==> src/rtl/swmon_pkg.sv <==
package swmon_pkg;
   typedef struct packed {
      logic rise;
      logic fall;
   } edge_t;
endpackage

==> src/rtl/swmon_sync.sv <==
module swmon_sync #(
   parameter int unsigned WIDTH  = 1,
   parameter int unsigned STAGES = 2,
   parameter logic [WIDTH-1:0] RST_VAL = '0
) (
   input  logic             clk,
   input  logic             rst_n,
   input  logic [WIDTH-1:0] d,
   output logic [WIDTH-1:0] q
);
   logic [STAGES-1:0][WIDTH-1:0] stg;

   generate
      if (STAGES < 2) begin : g_bad_stages
         $error("swmon_sync: STAGES must be at least 2");
      end
      if (WIDTH < 1) begin : g_bad_width
         $error("swmon_sync: WIDTH must be at least 1");
      end
   endgenerate

   always_ff @(posedge clk or negedge rst_n) begin
      if (!rst_n) begin
         stg <= {STAGES{RST_VAL}};
      end else begin
         stg <= {stg[STAGES-2:0], d};
      end
   end

   assign q = stg[STAGES-1];
endmodule

==> src/rtl/swmon_edge.sv <==
module swmon_edge
   import swmon_pkg::*;
#(
   parameter logic RST_LVL = 1'b0
) (
   input  logic  clk,
   input  logic  rst_n,
   input  logic  lvl,
   output edge_t ev
);
   logic prev;

   always_ff @(posedge clk or negedge rst_n) begin
      if (!rst_n) begin
         prev <= RST_LVL;
      end else begin
         prev <= lvl;
      end
   end

   assign ev.rise = lvl & ~prev;
   assign ev.fall = ~lvl & prev;
endmodule

==> src/rtl/swmon_chg.sv <==
module swmon_chg #(
   parameter int unsigned NUM_IN = 16
) (
   input  logic              clk,
   input  logic              rst_n,
   input  logic [NUM_IN-1:0] sw_s,
   input  logic              take,
   output logic [NUM_IN-1:0] snap,
   output logic              flag
);
   logic differs;

   assign differs = |(sw_s ^ snap);

   always_ff @(posedge clk or negedge rst_n) begin
      if (!rst_n) begin
         snap <= '0;
         flag <= 1'b0;
      end else if (take) begin
         snap <= sw_s;
         flag <= 1'b0;
      end else begin
         flag <= flag | differs;
      end
   end
endmodule

==> src/rtl/swmon_shift.sv <==
module swmon_shift #(
   parameter int unsigned NUM_IN = 16
) (
   input  logic              clk,
   input  logic              rst_n,
   input  logic              frame_on,
   input  logic              frame_start,
   input  logic              bit_rise,
   input  logic              bit_fall,
   input  logic              sdi_s,
   input  logic [NUM_IN-1:0] snap,
   output logic [NUM_IN-1:0] shreg,
   output logic              first,
   output logic              sdi_cap
);
   always_ff @(posedge clk or negedge rst_n) begin
      if (!rst_n) begin
         shreg   <= '0;
         first   <= 1'b1;
         sdi_cap <= 1'b0;
      end else begin
         if (frame_start) begin
            first <= 1'b1;
         end else if (frame_on && bit_rise) begin
            first <= 1'b0;
            if (first) begin
               shreg <= snap;
            end else begin
               shreg <= {shreg[NUM_IN-2:0], sdi_cap};
            end
         end
         if (frame_on && bit_fall) begin
            sdi_cap <= sdi_s;
         end
      end
   end
endmodule

==> src/rtl/swmon_spi.sv <==
module swmon_spi
   import swmon_pkg::*;
#(
   parameter int unsigned NUM_IN      = 16,
   parameter int unsigned SYNC_STAGES = 2
) (
   input  logic              clk,
   input  logic              rst_n,
   input  logic [NUM_IN-1:0] sw_in,
   input  logic              cs_n,
   input  logic              sclk,
   input  logic              sdi,
   input  logic              int_en,
   output logic              sdo,
   output logic              sdo_oe,
   output logic              irq_drive_low
);
   localparam int unsigned CTL_W = 3;
   localparam logic [CTL_W-1:0] CTL_RST = 3'b100;

   generate
      if (NUM_IN < 2) begin : g_bad_num
         $error("swmon_spi: NUM_IN must be at least 2");
      end
   endgenerate

   logic [NUM_IN-1:0] sw_s;
   logic [NUM_IN-1:0] snap;
   logic [NUM_IN-1:0] shreg;
   logic [CTL_W-1:0]  ctl_s;
   logic              cs_high;
   logic              sclk_s;
   logic              sdi_s;
   logic              irq_flag;
   logic              first;
   logic              sdi_cap;
   edge_t             cs_ev;
   edge_t             sclk_ev;

   swmon_sync #(.WIDTH(NUM_IN), .STAGES(SYNC_STAGES), .RST_VAL('0)) u_sw_sync (
      .clk(clk), .rst_n(rst_n), .d(sw_in), .q(sw_s)
   );

   swmon_sync #(.WIDTH(CTL_W), .STAGES(SYNC_STAGES), .RST_VAL(CTL_RST)) u_ctl_sync (
      .clk(clk), .rst_n(rst_n), .d({cs_n, sclk, sdi}), .q(ctl_s)
   );

   assign cs_high = ctl_s[2];
   assign sclk_s  = ctl_s[1];
   assign sdi_s   = ctl_s[0];

   swmon_edge #(.RST_LVL(1'b1)) u_cs_edge (
      .clk(clk), .rst_n(rst_n), .lvl(cs_high), .ev(cs_ev)
   );

   swmon_edge #(.RST_LVL(1'b0)) u_sclk_edge (
      .clk(clk), .rst_n(rst_n), .lvl(sclk_s), .ev(sclk_ev)
   );

   swmon_chg #(.NUM_IN(NUM_IN)) u_chg (
      .clk(clk), .rst_n(rst_n), .sw_s(sw_s), .take(cs_ev.fall),
      .snap(snap), .flag(irq_flag)
   );

   swmon_shift #(.NUM_IN(NUM_IN)) u_shift (
      .clk(clk), .rst_n(rst_n), .frame_on(~cs_high), .frame_start(cs_ev.fall),
      .bit_rise(sclk_ev.rise), .bit_fall(sclk_ev.fall), .sdi_s(sdi_s),
      .snap(snap), .shreg(shreg), .first(first), .sdi_cap(sdi_cap)
   );

   assign sdo           = shreg[NUM_IN-1];
   assign sdo_oe        = ~cs_high;
   assign irq_drive_low = irq_flag & int_en;
endmodule

==> config.mk <==
export PLATFORM = sky130hd
export DESIGN_NAME = swmon_spi
export DESIGN_NICKNAME = d
export VERILOG_FILES = /design/src/rtl/swmon_pkg.sv /design/src/rtl/swmon_sync.sv /design/src/rtl/swmon_edge.sv /design/src/rtl/swmon_chg.sv /design/src/rtl/swmon_shift.sv /design/src/rtl/swmon_spi.sv
export SDC_FILE = /design/constraint.sdc
export NUM_CORES = 1
export LEC_CHECK = 0
export BUFFER_PORTS_ARGS = -buffer_cell sky130_fd_sc_hd__buf_2
export CORE_ASPECT_RATIO = 1.75
export CORE_MARGIN = 10
export CORE_UTILIZATION = 40
export CTS_CLUSTER_SIZE = 40
export DETAILED_ROUTE_END_ITERATION = 8
export GPL_ROUTABILITY_DRIVEN = 0
export PLACE_DENSITY = 0.63
export SYNTH_ARGS = -nofsm -noshare
export SYNTH_HDL_FRONTEND = slang
export SYNTH_SLANG_ARGS = --single-unit
==> constraint.sdc <==
create_clock -name clk -period 2.9 [get_ports clk]
set_input_delay 0.58 -clock clk [delete_from_list [all_inputs] [get_ports clk]]
set_output_delay 0.58 -clock clk [all_outputs]
set_load 0.05 [all_outputs]
Yosys cells after proc, flatten, opt, wreduce, memory -nomap -nowiden:

Cells that the tools add are included.

* multiplexer cells: 4
* bitwise operators: 10
* reduce and logical (&&, ||, !) cells: 5

Operator list (number)
* $mux 16: 1
* $reduce_or 16->1: 1
* $xor 16x16->16: 1
* $and 1x1->1: 4
* $not 1->1: 4
* $mux 1: 3
* $logic_and 1x1->1: 2
* $reduce_and 2->1: 1
* $reduce_bool 2->1: 1
* $or 1x1->1: 1

* bits in registers: 75
* bits of input ports: 22
* output and inout bits: 3
* word-level logic and storage cells: 30

Longest topological paths before layout:

Gate-level depths: netlist (run 1).

* depth after elaboration: 5
* mapped depth: 5
* depth with buffers taken out: 4

By module:

A second synthesis (run 1) with hierarchy kept.

* cells, all modules: 182
* area total of the unflattened synthesis: 2997.9 sq um

Modules (own cells, without submodules)
* swmon_shift: times used 1, cells each 59, area each 960.9 sq um, sequential area each 451.7 sq um
* swmon_sync at u_sw_sync: times used 1, cells each 48, area each 920.9 sq um, sequential area each 800.8 sq um
* swmon_chg: times used 1, cells each 58, area each 849.6 sq um, sequential area each 425.4 sq um
* swmon_sync at u_ctl_sync: times used 1, cells each 9, area each 175.2 sq um, sequential area each 152.6 sq um
* swmon_edge at u_cs_edge: times used 1, cells each 3, area each 41.3 sq um, sequential area each 26.3 sq um
* swmon_edge at u_sclk_edge: times used 1, cells each 3, area each 40.0 sq um, sequential area each 25.0 sq um
* swmon_spi: times used 1, cells each 2, area each 10.0 sq um, sequential area each 0.0 sq um

Worst setup path after synthesis (run 1):

OpenSTA, ideal clock, no wires.

* kind: in2out
* start: in int_en
* end: out irq_drive_low
* arrival: 0.992 ns
* data required time: 2.320 ns
* setup slack: 1.328 ns
* stages on the path: 1
* buffers on the path: 0
* cells stage by stage: and2_1

* longest elaborated chain between the ends: 1

RTL lines
* start: declaration: line swmon_spi.sv:13 `input logic int_en,`
* $and 1x1->1: line swmon_spi.sv:73 `assign irq_drive_low = irq_flag & int_en;`
* end: declaration: line swmon_spi.sv:16 `output logic irq_drive_low`

No other way between the ends.

Worst setup path after layout (run 1):

* start: reg u_ctl_sync.stg (netlist bit u_ctl_sync.q[2])
* end: out sdo_oe

* longest elaborated chain between the ends: 1

RTL lines
* start: declaration: line swmon_sync.sv:11 `logic [STAGES-1:0][WIDTH-1:0] stg;`
* start signal: assignment: line swmon_sync.sv:24 `stg <= {STAGES{RST_VAL}};`
* start signal: assignment: line swmon_sync.sv:26 `stg <= {stg[STAGES-2:0], d};`
* $not 1->1: line swmon_spi.sv:72 `assign sdo_oe = ~cs_high;`
* end: declaration: line swmon_spi.sv:15 `output logic sdo_oe,`

No other way between the ends.

==> results of run 1 <==
report_power, final:
group	switching [mW]	total (mW)	internal (mW)
Sequential	0.0920	1.26	1.17
Combinational	0.145	0.273	0.128
Clock	0.370	0.967	0.597
Total	0.607	2.50	1.90
how the worst max path moves through the flow:
stage / start / endpoint / slack (ns) / cells past startpoint
after global routing: u_ctl_sync.q[2]$_DFF_PN1_ / sdo_oe / 1.13 / 2
final: u_ctl_sync.q[2]$_DFF_PN1_ / sdo_oe / 1.17 / 2
after CTS: u_ctl_sync.q[2]$_DFF_PN1_ / sdo_oe / 1.15 / 2
after detailed placement: int_en / irq_drive_low / 1.31 / 3
after global placement: int_en / irq_drive_low / 1.31 / 3
after floorplan: int_en / irq_drive_low / 1.33 / 1
routing by layer:
| layer | global-route usage | vias to the layer above |
|---|---|---|
| li1 | - | 740 |
| met1 | 0.1104 | 735 |
| met2 | 0.1499 | 26 |
| met3 | 0.03186 | 7 |
| met4 | 0.06231 | 0 |
| met5 | 0 | - |
flip-flops by register name (all words and copies together), names as in the netlist:
signal,flops
u_chg.flag,1
u_chg.snap,16
u_cs_edge.prev,1
u_ctl_sync.q,3
u_ctl_sync.stg,3
u_sclk_edge.prev,1
u_shift.first,1
u_shift.sdi_cap,1
u_shift.shreg,16
u_sw_sync.q,16
u_sw_sync.stg,16
stage by stage:
stage	hold slack [ns]	cell area (um2)
floorplan	0.2844	2739
finish	0.1865	3197
global route	0.2095	3197
detailed placement	0.3347	2932
global placement	0.3311	2932
CTS	0.1917	3197
critical path: cells and delay by family, from the launching register on:
| kind | cells | cell delay, ns |
|---|---|---|
| buffers and inverters | 2 | 0.27 |
| DFF | 1 | 0.56 |
final cells by class:
type,count,area [um2],share of cell area
inverter,1,3.754,0.001174
timing repair buffer,26,147.6,0.04618
multi-input combinational,128,795.8,0.2489
clock buffer,13,250.2,0.07828
sequential,75,1882,0.5886
tap,82,102.6,0.03209
clock inverter,3,15.01,0.004697
kinds of logic (layout without fill, tap and decap cells):
kind of cell,after synthesis,in the layout
and+or+nand+nor,78,78
DFF,75,75
AOI/OAI and AO/OA,17,17
muxes,17,17
xor gates and xnor gates,16,16
buffers and inverters,9,43
placed cells by master, fill, tap and decap left out:
cell type / count
nor2_8: 1
nor3_1: 2
xnor2_1: 15
mux2i_1: 16
inv_1: 1
buf_2: 24
and2_1: 1
nand2_1: 51
dfstp_2: 4
a21oi_2: 14
nand4_1: 3
or3b_4: 1
buf_4: 1
mux2_2: 1
a21oi_1: 3
nor2_1: 12
buf_12: 1
nor2b_1: 1
nand3_1: 1
clkinv_2: 3
nor3b_1: 1
nor2_2: 4
xor2_1: 1
clkbuf_8: 1
clkbuf_1: 3
dfrtp_1: 71
clkbuf_16: 9
==> metrics.md, run 1 <==
| Metric | Value |
|---|---|
| Status | finished, final reports clean |
| Worst skew pair latency | 0.33 ns |
| Die Width | 82.55 um |
| Clock Pin Slew Worst Setup and Hold Paths | 0.05 ns |
| Worst IR Drop VDD | 0.5682 mV |
| Vias per cell | 4.598 |
| Final wirelength | 4359 um |
| # setup viols final | 0 |
| Compound-Gate Fraction of Synth Area | 0.05025 |
| DRC | 0 |
| Net count after synthesis | 234 |
| Antenna Nets Post-Route | 0 |
| Worst slack at placement | 1.306 ns |
| Layout area overhead | 16.72% |
| Most frequent cell after synthesis | dfrtp_1 |
| Inst Count DP | 312 |
| Worst slew margin | 0.5929 |
| Top cells by count, synth | dfrtp_1, nand2_1, mux2i_1, xnor2_1, a21oi_2 |
| Initial Utilization | 0.4158 |
| Post-synth EDFFs | 0 |
| Post-CTS Setup Bufs | 0 |
| Post-synthesis xor/xnor area fraction | 0.05116 |
| PD cells | 782.9 nW/um2 |
| Largest buffer count on any clock path | 2 |
| Fin util | 0.4853 |
| WL met2 | 2282 um |
| First-pass GRT wire length | 7659 um |
| # fillers | 624 |
| Worst Path Arrival | 1.15 ns |
| RSZ-0062 raised after global routing | no |
| Simple-gate area share of the yosys netlist | 0.1265 |
| Slew Limit Fails | 0 |
| Worst-path fanout max | 5 |
| R2R depth | 4 |
| CTS Sinks | 75 |
| Largest net degree at the start of global routing | 59 |
| Area share of fa/ha/maj cells after synthesis | 0 |
| Slowest CP cell | dfstp_2 |
| Gr ovfl total | 0 |
| Main combinational cell family by area after synthesis | simple AND/OR/NAND/NOR gates |
| Top sig layer | met4 |
| Top cell type by total area after synthesis | dfrtp_1 |
| Diode count | 0 |
| Crit path required time | 2.32 ns |
| Worst R2R End | u_shift.shreg[1]$_DFFE_PN0P_ |
| Synth area leaders | dfrtp_1, nand2_1, mux2i_1 |
| Hold/Removal Path Class | primary input to asynchronous set/reset pin |
| Crit-path cells | inv_1 > buf_2 |
| Setup TNS Final | 0 ns |
| Worst Skew | 0.006692 ns |
| 1st-iter DRT viols | 83 |
| Post-synthesis mux area share | 0.06259 |
| Syn avg cell area | 12.92 um2 |
| Primary FF master, synth | dfrtp_1 |
| Worst slew pin tran | 0.6092 ns |
| Number of global-route vias before repair | 1618 |
| Reg2reg start | u_ctl_sync.q[2]$_DFF_PN1_ |
| Post-synth top area share | 0.6487 |
| CTS tree | done |
| Sequential-to-total area share from yosys stat | 0.6871 |
| Hold Buf Count CTS | 0 |
| CP Class | register to output port |
| Post-synth ARST share | 1.000 |
| Count of final hold-check violations | 0 |
| Fin nets | 263 |
| Die footprint | 10690 um2 |
| Proportion of layout cells with a drive suffix above 1 | 0.2602 |
| Site Rows | 39 |
| MaxCap Viol Count | 0 |
| Initial antenna violation count | 0 |
| Seq cells post-synth | 75 |
| Cell area after synthesis | 2739 um2 |
| Netlist cell types | 25 |
| Critical path endpoint category | output port |
| CTS Buf Count | 9 |
| GRT Overall Usage | 0.09668 |
| Core ar. | 6588 um2 |
| CTS H-tree depth | 3 |
| Worst setup margin | 1.168 ns |
| Tcrit/Tclk final | 0.5973 |
| Highest clock rate | 577.3 MHz |
| Synth warnings | 0 |
| WL met3 | 137 um |
| LEAKAGE | 1.515 nW |
| Mapped Cells | 212 |
| DP HPWL | 3045 um |
| PostCTS Resize Cnt | 0 |
| Via Count | 1508 |
| Final Non-Filler Cells | 328 |
| Overall Power | 2.503 mW |
| Slowest cell delay on critical path | 0.56 ns |
| Minimum clock period | 1.732 ns |
| Drt first pass iters | 4 |
| Setup slack, reg-to-reg | 1.36 ns |
| Number of port buffers | 24 |
| Root buffer cell | clkbuf_16 |
| M1 WL | 1834 um |
| Die extent in y | 129.5 um |
| Worst Setup Start Kind | register |
| IO Pins | 25 |
| DR WL/cell | 13.29 um |
Power figures use the tool's default switching activity.
==> run 2: changes to the inputs <==
- ABC_AREA: default -> 1
- clock period: 2.9 -> 1.81 ns (I/O delays scaled with it)
==> run 2 against run 1 <==
Utilization barely moved. Flip-flop and latch count did not move. Worst hold slack got worse by 0.14 ns. Cell count rose by 18%. First-iteration DRC count rose by 2.4%. Clock power rose by 73%. Total power rose by 63%. Clock skew fell by 0.0028 ns. Setup slack got worse by 0.91 ns.
==> metrics.md, run 2 <==
| Metric | Value |
|---|---|
| Initial Utilization | 0.4115 (-0.004268) |
| Fin nets | 321 (+22%) |
| Most frequent cell after synthesis | nand2_1 |
| CTS Sinks | 75 (unchanged) |
| Largest buffer count on any clock path | 2 (unchanged) |
| Post-synth EDFFs | 0 (unchanged) |
| Power share of the sequential group | 0.483 (-0.021) |
| Critical path endpoint category | output port |
| Seq cells post-synth | 75 (unchanged) |
| GRT Overall Usage | 0.08978 (-0.006900) |
| Worst slack at placement | 0.4292 ns (-0.8773 ns) |
| Initial antenna violation count | 0 (unchanged) |
| Top cells by count, synth | nand2_1, dfrtp_1, inv_1, o21ai_0 |
| P_sw | 0.9535 mW (+57%) |
| PostCTS Resize Cnt | 0 (unchanged) |
| 1st-iter DRT viols | 85 (+2.4%) |
| DRC | 0 (unchanged) |
| Root buffer cell | clkbuf_16 |
| LEAKAGE | 1.630 nW (+7.6%) |
| Area of the multi-input gates | 737.0 um2 (-7.4%) |
| Die footprint | 10940 um2 (+2.4%) |
| IO Pins | 25 (unchanged) |
| Count of final hold-check violations | 0 (unchanged) |
| Vias per cell | 4.660 (+1.4%) |
| Clock Pin Slew Worst Setup and Hold Paths | 0.05 ns (about the same) |
| Worst Path Arrival | 1.19 ns (+0.04 ns) |
| Worst setup margin | 0.2591 ns (-0.9086 ns) |
| Synth area leaders | dfrtp_1, nand2_1, o21ai_0 |
| Sequential-to-total area share from yosys stat | 0.6670 (-0.02011) |
| Netlist cell types | 20 (-20%) |
| CTS tree | done |
| Comb power frac | 0.108 (about the same) |
| Crit path required time | 1.45 ns (-0.87 ns) |
| Slowest cell delay on critical path | 0.57 ns (about the same) |
| Worst-path fanout max | 4 (-1) |
| Slowest CP cell | dfstp_2 |
| Worst IR Drop VDD | 0.7876 mV (+39%) |
| Proportion of layout cells with a drive suffix above 1 | 0.1875 (-0.07266) |
| Via Count | 1808 (+20%) |
| Die Width | 83.49 um (+1.1%) |
| CP Class | register to output port |
| Status | finished, final reports clean |
| Slew Limit Fails | 0 (unchanged) |
| Pint | 3.126 mW (+65%) |
| Gr ovfl total | 0 (unchanged) |
| Site Rows | 40 (+2.6%) |
| # fillers | 607 (-2.7%) |
| Fin util | 0.4858 (+0.0004860) |
| Crit-path cells | inv_1 > buf_2 |
| PD cells | 1225 nW/um2 (+56%) |
| Post-synth top area share | 0.6297 (-0.01899) |
| MaxCap Viol Count | 0 (unchanged) |
| Largest net degree at the start of global routing | 76 (+29%) |
| Tcrit/Tclk final | 0.8569 |
| Top cell type by total area after synthesis | dfrtp_1 |
| RSZ-0062 raised after global routing | no |
| DP HPWL | 3199 um (+5.0%) |
| Worst Setup Start Kind | register |
| Net count after synthesis | 290 (+24%) |
| Minimum clock period | 1.551 ns |
| Core ar. | 6857 um2 (+4.1%) |
| Worst slew margin | 0.7196 (+0.1267) |
| Drt first pass iters | 4 (unchanged) |
| Switching part of the total power | 0.2337 (-0.008811) |
| Number of global-route vias before repair | 1849 (+14%) |
| Hold Buf Count CTS | 0 (unchanged) |
| Highest clock rate | 644.8 MHz |
| Antenna Nets Post-Route | 0 (unchanged) |
| Final wirelength | 4558 um (+4.6%) |
| Cell area after synthesis | 2821 um2 (+3.0%) |
| Hold/Removal Path Class | primary input to asynchronous set/reset pin |
| Clk pwr share | 0.410 (+0.024) |
| Worst skew pair latency | 0.32 ns (about the same) |
| Sequential Area | 1882 um2 (unchanged) |
| Mapped Cells | 268 (+26%) |
| Worst Skew | 0.003871 ns (-0.002821 ns) |
| CTS H-tree depth | 3 (unchanged) |
| Worst slew pin tran | 0.4196 ns (-0.1896 ns) |
| # setup viols final | 0 (unchanged) |
| Setup TNS Final | 0 ns (unchanged) |
| Syn avg cell area | 10.53 um2 (-19%) |
| Number of port buffers | 24 (unchanged) |
| Synth warnings | 0 (unchanged) |
| CTS Buf Count | 9 (unchanged) |
| Diode count | 0 (unchanged) |
| Primary FF master, synth | dfrtp_1 |
| Die extent in y | 131.1 um (+1.3%) |
| Most common cell after layout, fill and taps aside | nand2_1 |
| Most frequent cells in the layout | nand2_1, dfrtp_1, inv_1 |
| Layout area overhead | 18.05% |
| DR WL/cell | 11.75 um (-12%) |
| First-pass GRT wire length | 8017 um (+4.7%) |
| Overall Power | 4.080 mW (+63%) |
| Post-CTS Setup Bufs | 0 (unchanged) |
| Post-synth ARST share | 1.000 (unchanged) |
-- run 2: changes by cell type after synthesis, moves of 4 or more --
cell / before / now
inv_1: 1 / 35
o21ai_0: 0 / 29
nand2_1: 51 / 76
mux2i_1: 16 / 0
a21oi_2: 14 / 0
xnor2_1: 15 / 1
o21a_1: 0 / 9
o211ai_1: 0 / 7
o21ai_2: 0 / 7
nor2_2: 4 / 0
-- run 2: path summary, 6_finish.rpt --
| path | from | endpoint | slack [ns] | cells after the start |
|---|---|---|---|---|
| setup / recovery | u_ctl_sync.q[2]$_DFF_PN1_ | sdo_oe | 0.26 | 2 |
| hold / removal | rst_n | u_sw_sync.q[2]$_DFF_PN0_ | 0.04 | 2 |
| setup reg to reg | u_ctl_sync.q[2]$_DFF_PN1_ | u_chg.snap[5]$_DFFE_PN0P_ | 0.41 | 5 |
| hold reg to reg | u_sw_sync.stg[1]$_DFF_PN0_ | u_sw_sync.q[1]$_DFF_PN0_ | 0.34 | 0 |
| max in group asynchronous | rst_n | u_shift.first$_DFFE_PN1P_ | 1.41 | 2 |
| min in group clk | cs_n | u_ctl_sync.stg[2]$_DFF_PN1_ | 0.13 | 1 |
-- run 2: layout make-up --
cell class / count / area share
clock buffers: 15 / 0.08640
clock inverters: 1 / 0.001503
inverters: 35 / 0.03944
multi-input cells: 149 / 0.2213
flip-flops and latches: 75 / 0.5650
well taps: 84 / 0.03156
repair buffers: 29 / 0.05485
-- run 2: cell families (layout without fill, tap and decap cells) --
logic type,after synthesis,in the layout,share of synthesized area
AOI/OAI and AO/OA,55,55,0.1211
buffers and inverters,44,80,0.07184
xor gates and xnor gates,2,2,0.006210
muxes,1,1,0.003991
and+or+nand+nor,91,91,0.1299
DFF,75,75,0.6670
-- run 2: power groups by stage --
stage / clock network (mW) / logic, mW / registers (mW)
finish: 1.67 / 0.439 / 1.97
detailed placement: 0 / 0.448 / 2.00
global placement: 0 / 0.434 / 1.99
CTS: 1.73 / 0.450 / 1.97
floorplan: 0 / 0.308 / 1.99
global route: 1.80 / 0.506 / 1.99
-- run 2: through the flow --
| step | instances | hold WS, ns | area [um2] |
|---|---|---|---|
| after floorplan | 268 | 0.06641 | 2821 |
| after global placement | 372 | 0.3314 | 3038 |
| after detailed placement | 372 | 0.3347 | 3038 |
| after CTS | 388 | 0.06359 | 3331 |
| after global routing | 388 | 0.08992 | 3331 |
| final | 388 | 0.04394 | 3331 |
-- run 2: layer usage --
layer / vias to the layer above / wire length [um] / GRT usage
met5: - / 0 / 0
met4: 0 / 123 / 0.06168
met1: 870 / 1914 / 0.09357
li1: 902 / - / -
met2: 27 / 2365 / 0.1491
met3: 9 / 155 / 0.02847
-- run 2: worst max-delay path, delay by kind of cell, from the launching register on --
family / cells / cell delay, ns
flip-flops: 1 / 0.57
buffers and inverters: 2 / 0.29
